$ cat config.mk
export PLATFORM = sky130hd
export DESIGN_NAME = lease_l2_bank
export DESIGN_NICKNAME = d
export VERILOG_FILES = /design/src/rtl/lease_l2_pkg.sv /design/src/rtl/lease_predictor.sv /design/src/rtl/lease_block_store.sv /design/src/rtl/lease_classify.sv /design/src/rtl/lease_l2_bank.sv
export SDC_FILE = /design/constraint.sdc
export NUM_CORES = 2
export LEC_CHECK = 0
export BUFFER_PORTS_ARGS = -buffer_cell sky130_fd_sc_hd__buf_2
export CAP_MARGIN = 20
export CORE_MARGIN = 10
export CORE_UTILIZATION = 37
export CTS_BUF_LIST = sky130_fd_sc_hd__clkbuf_16
export DETAILED_ROUTE_END_ITERATION = 12
export GPL_TIMING_DRIVEN = 0
export SYNTH_ARGS = -nofsm -noshare
export SYNTH_HDL_FRONTEND = slang
export SYNTH_HIERARCHICAL = 1
export SYNTH_SLANG_ARGS = --single-unit
$ cat constraint.sdc
create_clock -name clk -period 5.3 [get_ports clk]
set_input_delay 0.53 -clock clk [delete_from_list [all_inputs] [get_ports clk]]
set_output_delay 0.53 -clock clk [all_outputs]
set_load 0.05 [all_outputs]
$ cat src/rtl/lease_l2_pkg.sv
package lease_l2_pkg;
  typedef enum logic [1:0] {
    OP_LOAD  = 2'd0,
    OP_STORE = 2'd1,
    OP_EVICT = 2'd2
  } lease_op_e;
endpackage

$ cat src/rtl/lease_predictor.sv
module lease_predictor #(
  parameter int PRED_W    = 8,
  parameter int PRED_MIN  = 1,
  parameter int PRED_MAX  = 255,
  parameter int PRED_INIT = 16
) (
  input  logic              clk,
  input  logic              rst_n,
  input  logic              inc,
  input  logic              dec,
  output logic [PRED_W-1:0] pred
);
  localparam logic [PRED_W-1:0] LO   = PRED_W'(PRED_MIN);
  localparam logic [PRED_W-1:0] HI   = PRED_W'(PRED_MAX);
  localparam logic [PRED_W-1:0] INIT = PRED_W'(PRED_INIT);

  always_ff @(posedge clk) begin
    if (!rst_n) begin
      pred <= INIT;
    end else if (inc && !dec) begin
      if (pred < HI) pred <= pred + 1'b1;
    end else if (dec && !inc) begin
      if (pred > LO) pred <= pred - 1'b1;
    end
  end


  pred_range_chk: assert property (@(posedge clk) disable iff (!rst_n)
    (pred >= LO) && (pred <= HI));

  pred_inc_chk: assert property (@(posedge clk) disable iff (!rst_n)
    (inc && !dec && pred < HI) |=> pred == $past(pred) + 1'b1);

  pred_dec_chk: assert property (@(posedge clk) disable iff (!rst_n)
    (dec && !inc && pred > LO) |=> pred == $past(pred) - 1'b1);
endmodule

$ cat src/rtl/lease_block_store.sv
module lease_block_store #(
  parameter int ADDR_W = 4,
  parameter int DATA_W = 32,
  parameter int TS_W   = 32
) (
  input  logic              clk,
  input  logic              rst_n,
  input  logic [ADDR_W-1:0] addr,
  output logic [TS_W-1:0]   rd_ts,
  output logic [DATA_W-1:0] rd_data,
  input  logic              ts_we,
  input  logic [TS_W-1:0]   ts_wdata,
  input  logic              data_we,
  input  logic [DATA_W-1:0] data_wdata
);
  localparam int NUM_BLOCKS = 1 << ADDR_W;

  logic [TS_W-1:0]   ts_q   [NUM_BLOCKS];
  logic [DATA_W-1:0] data_q [NUM_BLOCKS];

  for (genvar b = 0; b < NUM_BLOCKS; b++) begin : g_blk
    logic hit;
    assign hit = (addr == ADDR_W'(b));
    always_ff @(posedge clk) begin
      if (!rst_n) begin
        ts_q[b]   <= '0;
        data_q[b] <= '0;
      end else begin
        if (ts_we && hit)   ts_q[b]   <= ts_wdata;
        if (data_we && hit) data_q[b] <= data_wdata;
      end
    end
  end

  assign rd_ts   = ts_q[addr];
  assign rd_data = data_q[addr];
endmodule

$ cat src/rtl/lease_classify.sv
module lease_classify
  import lease_l2_pkg::*;
#(
  parameter int TS_W   = 32,
  parameter int PRED_W = 8
) (
  input  logic              fire,
  input  lease_op_e         op,
  input  logic [TS_W-1:0]   blk_ts,
  input  logic [TS_W-1:0]   gtime,
  input  logic [PRED_W-1:0] pred,
  output logic              ts_we,
  output logic [TS_W-1:0]   ts_new,
  output logic              data_we,
  output logic              pred_inc,
  output logic              pred_dec,
  output logic [TS_W-1:0]   resp_time
);
  logic            live;
  logic [TS_W-1:0] grant;

  assign live  = (blk_ts >= gtime);
  assign grant = gtime + TS_W'(pred);

  always_comb begin
    ts_we     = 1'b0;
    ts_new    = blk_ts;
    data_we   = 1'b0;
    pred_inc  = 1'b0;
    pred_dec  = 1'b0;
    resp_time = live ? blk_ts : gtime;
    if (fire) begin
      unique case (op)
        OP_LOAD: begin
          ts_we     = 1'b1;
          ts_new    = (grant > blk_ts) ? grant : blk_ts;
          pred_inc  = !live;
          resp_time = grant;
        end
        OP_STORE: begin
          data_we  = 1'b1;
          pred_dec = live;
        end
        OP_EVICT: begin
          ts_we    = 1'b1;
          ts_new   = '0;
          pred_dec = live;
        end
        default: ;
      endcase
    end
  end
endmodule

$ cat src/rtl/lease_l2_bank.sv
module lease_l2_bank
  import lease_l2_pkg::*;
#(
  parameter int ADDR_W    = 4,
  parameter int DATA_W    = 32,
  parameter int TS_W      = 32,
  parameter int PRED_W    = 8,
  parameter int PRED_MIN  = 1,
  parameter int PRED_MAX  = 255,
  parameter int PRED_INIT = 16
) (
  input  logic              clk,
  input  logic              rst_n,
  input  logic [TS_W-1:0]   gtime,
  input  logic              req_valid,
  output logic              req_ready,
  input  logic [1:0]        req_op,
  input  logic [ADDR_W-1:0] req_addr,
  input  logic [DATA_W-1:0] req_wdata,
  output logic              rsp_valid,
  input  logic              rsp_ready,
  output logic [1:0]        rsp_op,
  output logic [DATA_W-1:0] rsp_data,
  output logic [TS_W-1:0]   rsp_time
);
  logic              fire;
  lease_op_e         op;
  logic [TS_W-1:0]   blk_ts;
  logic [DATA_W-1:0] blk_data;
  logic [PRED_W-1:0] pred;
  logic              ts_we, data_we, pred_inc, pred_dec;
  logic [TS_W-1:0]   ts_new, resp_time;

  assign op        = lease_op_e'(req_op);
  assign req_ready = !rsp_valid || rsp_ready;
  assign fire      = req_valid && req_ready;

  lease_block_store #(.ADDR_W(ADDR_W), .DATA_W(DATA_W), .TS_W(TS_W)) u_store (
    .clk(clk), .rst_n(rst_n), .addr(req_addr),
    .rd_ts(blk_ts), .rd_data(blk_data),
    .ts_we(ts_we), .ts_wdata(ts_new),
    .data_we(data_we), .data_wdata(req_wdata)
  );

  lease_classify #(.TS_W(TS_W), .PRED_W(PRED_W)) u_cls (
    .fire(fire), .op(op), .blk_ts(blk_ts), .gtime(gtime), .pred(pred),
    .ts_we(ts_we), .ts_new(ts_new), .data_we(data_we),
    .pred_inc(pred_inc), .pred_dec(pred_dec), .resp_time(resp_time)
  );

  lease_predictor #(.PRED_W(PRED_W), .PRED_MIN(PRED_MIN), .PRED_MAX(PRED_MAX),
                    .PRED_INIT(PRED_INIT)) u_pred (
    .clk(clk), .rst_n(rst_n), .inc(pred_inc), .dec(pred_dec), .pred(pred)
  );

  always_ff @(posedge clk) begin
    if (!rst_n) begin
      rsp_valid <= 1'b0;
      rsp_op    <= '0;
      rsp_data  <= '0;
      rsp_time  <= '0;
    end else if (fire) begin
      rsp_valid <= 1'b1;
      rsp_op    <= req_op;
      rsp_data  <= blk_data;
      rsp_time  <= resp_time;
    end else if (rsp_ready) begin
      rsp_valid <= 1'b0;
    end
  end


  rsp_hold_chk: assert property (@(posedge clk) disable iff (!rst_n)
    (rsp_valid && !rsp_ready) |=> rsp_valid && $stable(rsp_time) && $stable(rsp_data));

  store_time_chk: assert property (@(posedge clk) disable iff (!rst_n)
    (req_valid && req_ready && req_op == 2'd1) |=> rsp_time >= $past(gtime));

  load_grant_chk: assert property (@(posedge clk) disable iff (!rst_n)
    (req_valid && req_ready && req_op == 2'd0) |=> rsp_time > $past(gtime));
endmodule

==> results.sh <==
export IMPL_outcome="complete, no violations"
export IMPL_syn2layout_area_growth_pct=15.8
export IMPL_synthXorXnorAreaFrac_pct=0.524
export IMPL_post_route_period_util_pct=99.0
export IMPL_synth_area_per_cell_um2=14.0
export IMPL_wl_met3_um=12100
export IMPL_grt_pass1_vias=33800
export IMPL_drt_wirelength_per_cell_um=26.9
export IMPL_initial_utilization_pct=37.1
export IMPL_pre_cts_ws_ns=-1.57
export IMPL_rows=139
export IMPL_tightest_slew_ns=0.959
export IMPL_p_total_mw=19.9
export IMPL_synth_seq_area_share_pct=60.6
export IMPL_synthFlopType="edfxtp_1"
export IMPL_yosys_top_cells_area="edfxtp_1, and2_1, mux4_2"
export IMPL_syn_area_mm2=0.0532
export IMPL_place_inst=5875
export IMPL_setup_violations=0
export IMPL_hold_viol=0
export IMPL_min_from="req_valid"
export IMPL_p_leak_nw=23.2
export IMPL_ys_ff_latch=1099
export IMPL_layout_min_cycle_time_ns=5.25
export IMPL_max_slew_margin_pct=36.1
export IMPL_startpoint="u_pred/pred[1]$_SDFFE_PN0P_"
export IMPL_coreArea_mm2=0.143
export IMPL_drc=0
export IMPL_ant_nets=0
export IMPL_dp_final_hpwl_um=116000
export IMPL_instances_no_fill=6080
export IMPL_muxShareOfSynthArea_pct=13.0
export IMPL_finalNetCount=4234
export IMPL_synth_top_cell_area_share_pct=57.8
export IMPL_via_count=33100
export IMPL_clockBufferDepth=3
export IMPL_synth_simple_area_share_pct=16.3
export IMPL_hold_class="in2reg"
export IMPL_grt_first_pass_wirelength_um=237000
export IMPL_r2r_start="u_pred/pred[1]$_SDFFE_PN0P_"
export IMPL_grt_overflow_total=0
export IMPL_cp_arrival_ns=5.72
export IMPL_antenna_found_initial=18
export IMPL_drt_first_pass_iters=5
export IMPL_synth_adder_area_share_pct=1.89
export IMPL_cts_sinks=1099
export IMPL_cts_made_buffers=110
export IMPL_irDropWorstVdd_mv=0.257
export IMPL_synth_async_reset_ratio_pct=0
export IMPL_die_h_um=399
export IMPL_gp_congestion=0.900
export IMPL_cts_tree="built"
export IMPL_startpoint_type="flop"
export IMPL_htreeDepth=3
export IMPL_ys_types=79
export IMPL_clock_latency_ns=0.73
export IMPL_syn_inst=3793
export IMPL_final_util_pct=43.0
export IMPL_end_kind="flop"
export IMPL_wl_met2_um=77800
export IMPL_rsz0062_at_grt="true"
export IMPL_cp_required_ns=5.78
export IMPL_synth_compound_area_share_pct=4.44
export IMPL_max_cap_violations=0
export IMPL_cts_root_buf="clkbuf_16"
export IMPL_synth_edff_count=1024
export IMPL_grt_max_degree=24
export IMPL_tns_ns=0
export IMPL_viasPerCell=5.45
export IMPL_wl_um=163000
export IMPL_power_density_mw_per_mm2=323
export IMPL_wl_met1_um=67600
export IMPL_worst_slack_ns=0.0545
export IMPL_cts_hold_buf=0
export IMPL_path_clk_slew_ns=0.07
export IMPL_track_usage_pct=20.2
export IMPL_ys_warn_count=6
export IMPL_yosysTopAreaCell="edfxtp_1"
export IMPL_syn_num_nets=3947
export IMPL_io_pins=142
export IMPL_worstPathMaxFanout=10
export IMPL_top_layer="met5"
export IMPL_skew_ns=0.0370
export IMPL_io_buffer_count=139
export IMPL_synth_top_family_by_area="simple AND/OR/NAND/NOR gates"
export IMPL_dieArea_mm2=0.159
export IMPL_drive_gt1_share_pct=21.1
export IMPL_fmax_mhz=191
export IMPL_critPathKind="reg2reg"
export IMPL_drt_initial_drc_count=3622
export IMPL_slew_violations=0
export IMPL_die_x_um=399
==> worst max-delay path, cell delays in order (launching register included) <==
cell       delay, ns
dfxtp_1         0.47
ha_1            0.29
a21oi_1         0.31
o2111ai_2       0.45
o21ai_2         0.37
nor2_1          0.09
xnor2_1         0.27
ha_1            0.31
nand4_1         0.23
nor2_1          0.16
a221o_1         0.42
o31a_1          0.34
o21ai_4         0.24
buf_6           0.21
mux2_2          0.44
buf_2           0.21
and2_1          0.15
==> flip-flops by register name, summed over array words and instances, names as in the netlist <==
signal,cells
u_store/data_q,512
u_store/ts_q,512
rsp_data,32
rsp_time,32
u_pred/pred,8
rsp_op,2
rsp_valid,1
==> per-stage QoR <==
| stage | hold WS, ns | area, um^2 |
|---|---|---|
| after global placement | 0.442 | 56300 |
| after detailed placement | 0.444 | 57600 |
| after CTS | 0.0119 | 61400 |
| final | 0.0469 | 61600 |
| after global routing | 0.0310 | 61600 |
| after floorplan | 0.468 | 53200 |
==> Yosys cell counts, types with 4 or more instances <==
cell type,number
a211oi_1,5
a21o_1,4
a21oi_1,38
a221oi_1,7
a22oi_1,137
a41oi_1,9
and2_1,1051
buf_1,7
buf_2,54
buf_4,9
buf_6,24
clkbuf_1,216
dfxtp_1,75
edfxtp_1,1024
ha_1,79
inv_1,84
mux2_2,22
mux2i_1,88
mux4_2,256
nand2_1,253
nand2b_1,6
nand3_1,22
nand4_1,19
nand4b_1,4
nor2_1,70
nor2b_1,6
nor3_1,15
nor3_2,9
nor4_1,10
o2111ai_1,4
o211ai_1,11
o21ai_0,15
o21ai_1,33
o221a_2,15
o31ai_1,15
o41ai_1,6
or4_1,4
xnor2_1,27
==> power breakdown <==
group,total [mW],internal [mW],switching (mW)
sequential,9.87,9.76,0.108
combinational,2.39,0.809,1.58
clock,7.67,4.21,3.46
total,19.9,14.8,5.15
==> cell usage in the layout (no fill, tap or decap), types with 26 or more instances in the layout <==
cell          n
edfxtp_1   1024
and2_1     1050
clkinv_2     29
xnor2_1      26
a22oi_1     124
mux4_2      256
nand2_1     246
inv_1       102
a21oi_1      38
ha_1         79
clkbuf_16   111
dfxtp_1      74
nor2_1       67
o21ai_4      33
buf_2       185
mux2i_1      78
clkbuf_1    169
clkinv_1     26
==> logic make-up (layout without fill, tap and decap cells) <==
| logic type | count (synthesis) | count (layout) |
|---|---|---|
| xor+xnor | 31 | 31 |
| simple gates | 1497 | 1497 |
| compound gates | 325 | 325 |
| flops | 1099 | 1099 |
| fa+ha+maj | 80 | 80 |
| mux | 366 | 366 |
| buf+inv | 395 | 776 |
| other cells | 0 | 3 |
==> area by class of cell <==
type | instances | area [um^2]
diodes | 3 | 7.51
plain buffers | 296 | 1530
clock buffers | 111 | 2780
clock inverters | 95 | 712
fillers | 13100 | 81700
inverters | 84 | 315
multi-input cells | 2299 | 19900
flip-flops and latches | 1099 | 32300
well taps | 1903 | 2380
repair buffers | 190 | 1760
==> path summary, 6_finish.rpt <==
kind / slack, ns / to / depth (start not counted)
setup reg to reg: 0.05 / u_store/ts_q[2][9]$_SDFFCE_PN0P_ / 16
hold reg to reg: 0.45 / rsp_data[4]$_SDFFE_PN0P_ / 2
hold / removal: 0.05 / rsp_valid$_SDFFE_PN0P_ / 3
setup / recovery: 0.05 / u_store/ts_q[2][9]$_SDFFCE_PN0P_ / 16
==> layer usage <==
layer	up-vias	global-route usage, %
li1	14500	-
met1	16900	27.2
met2	1315	32.8
met3	307	3.85
met4	12	6.41
met5	-	0
==> what timing repair did <==
| action | CTS | global route |
|---|---|---|
| gates resized for setup | 76 | 91 |
| buffers inserted | 3 | 5 |
| endpoints found under the setup margin | 529 | 364 |
| pin swaps | 2 | 8 |
Power figures use the tool's default switching activity.
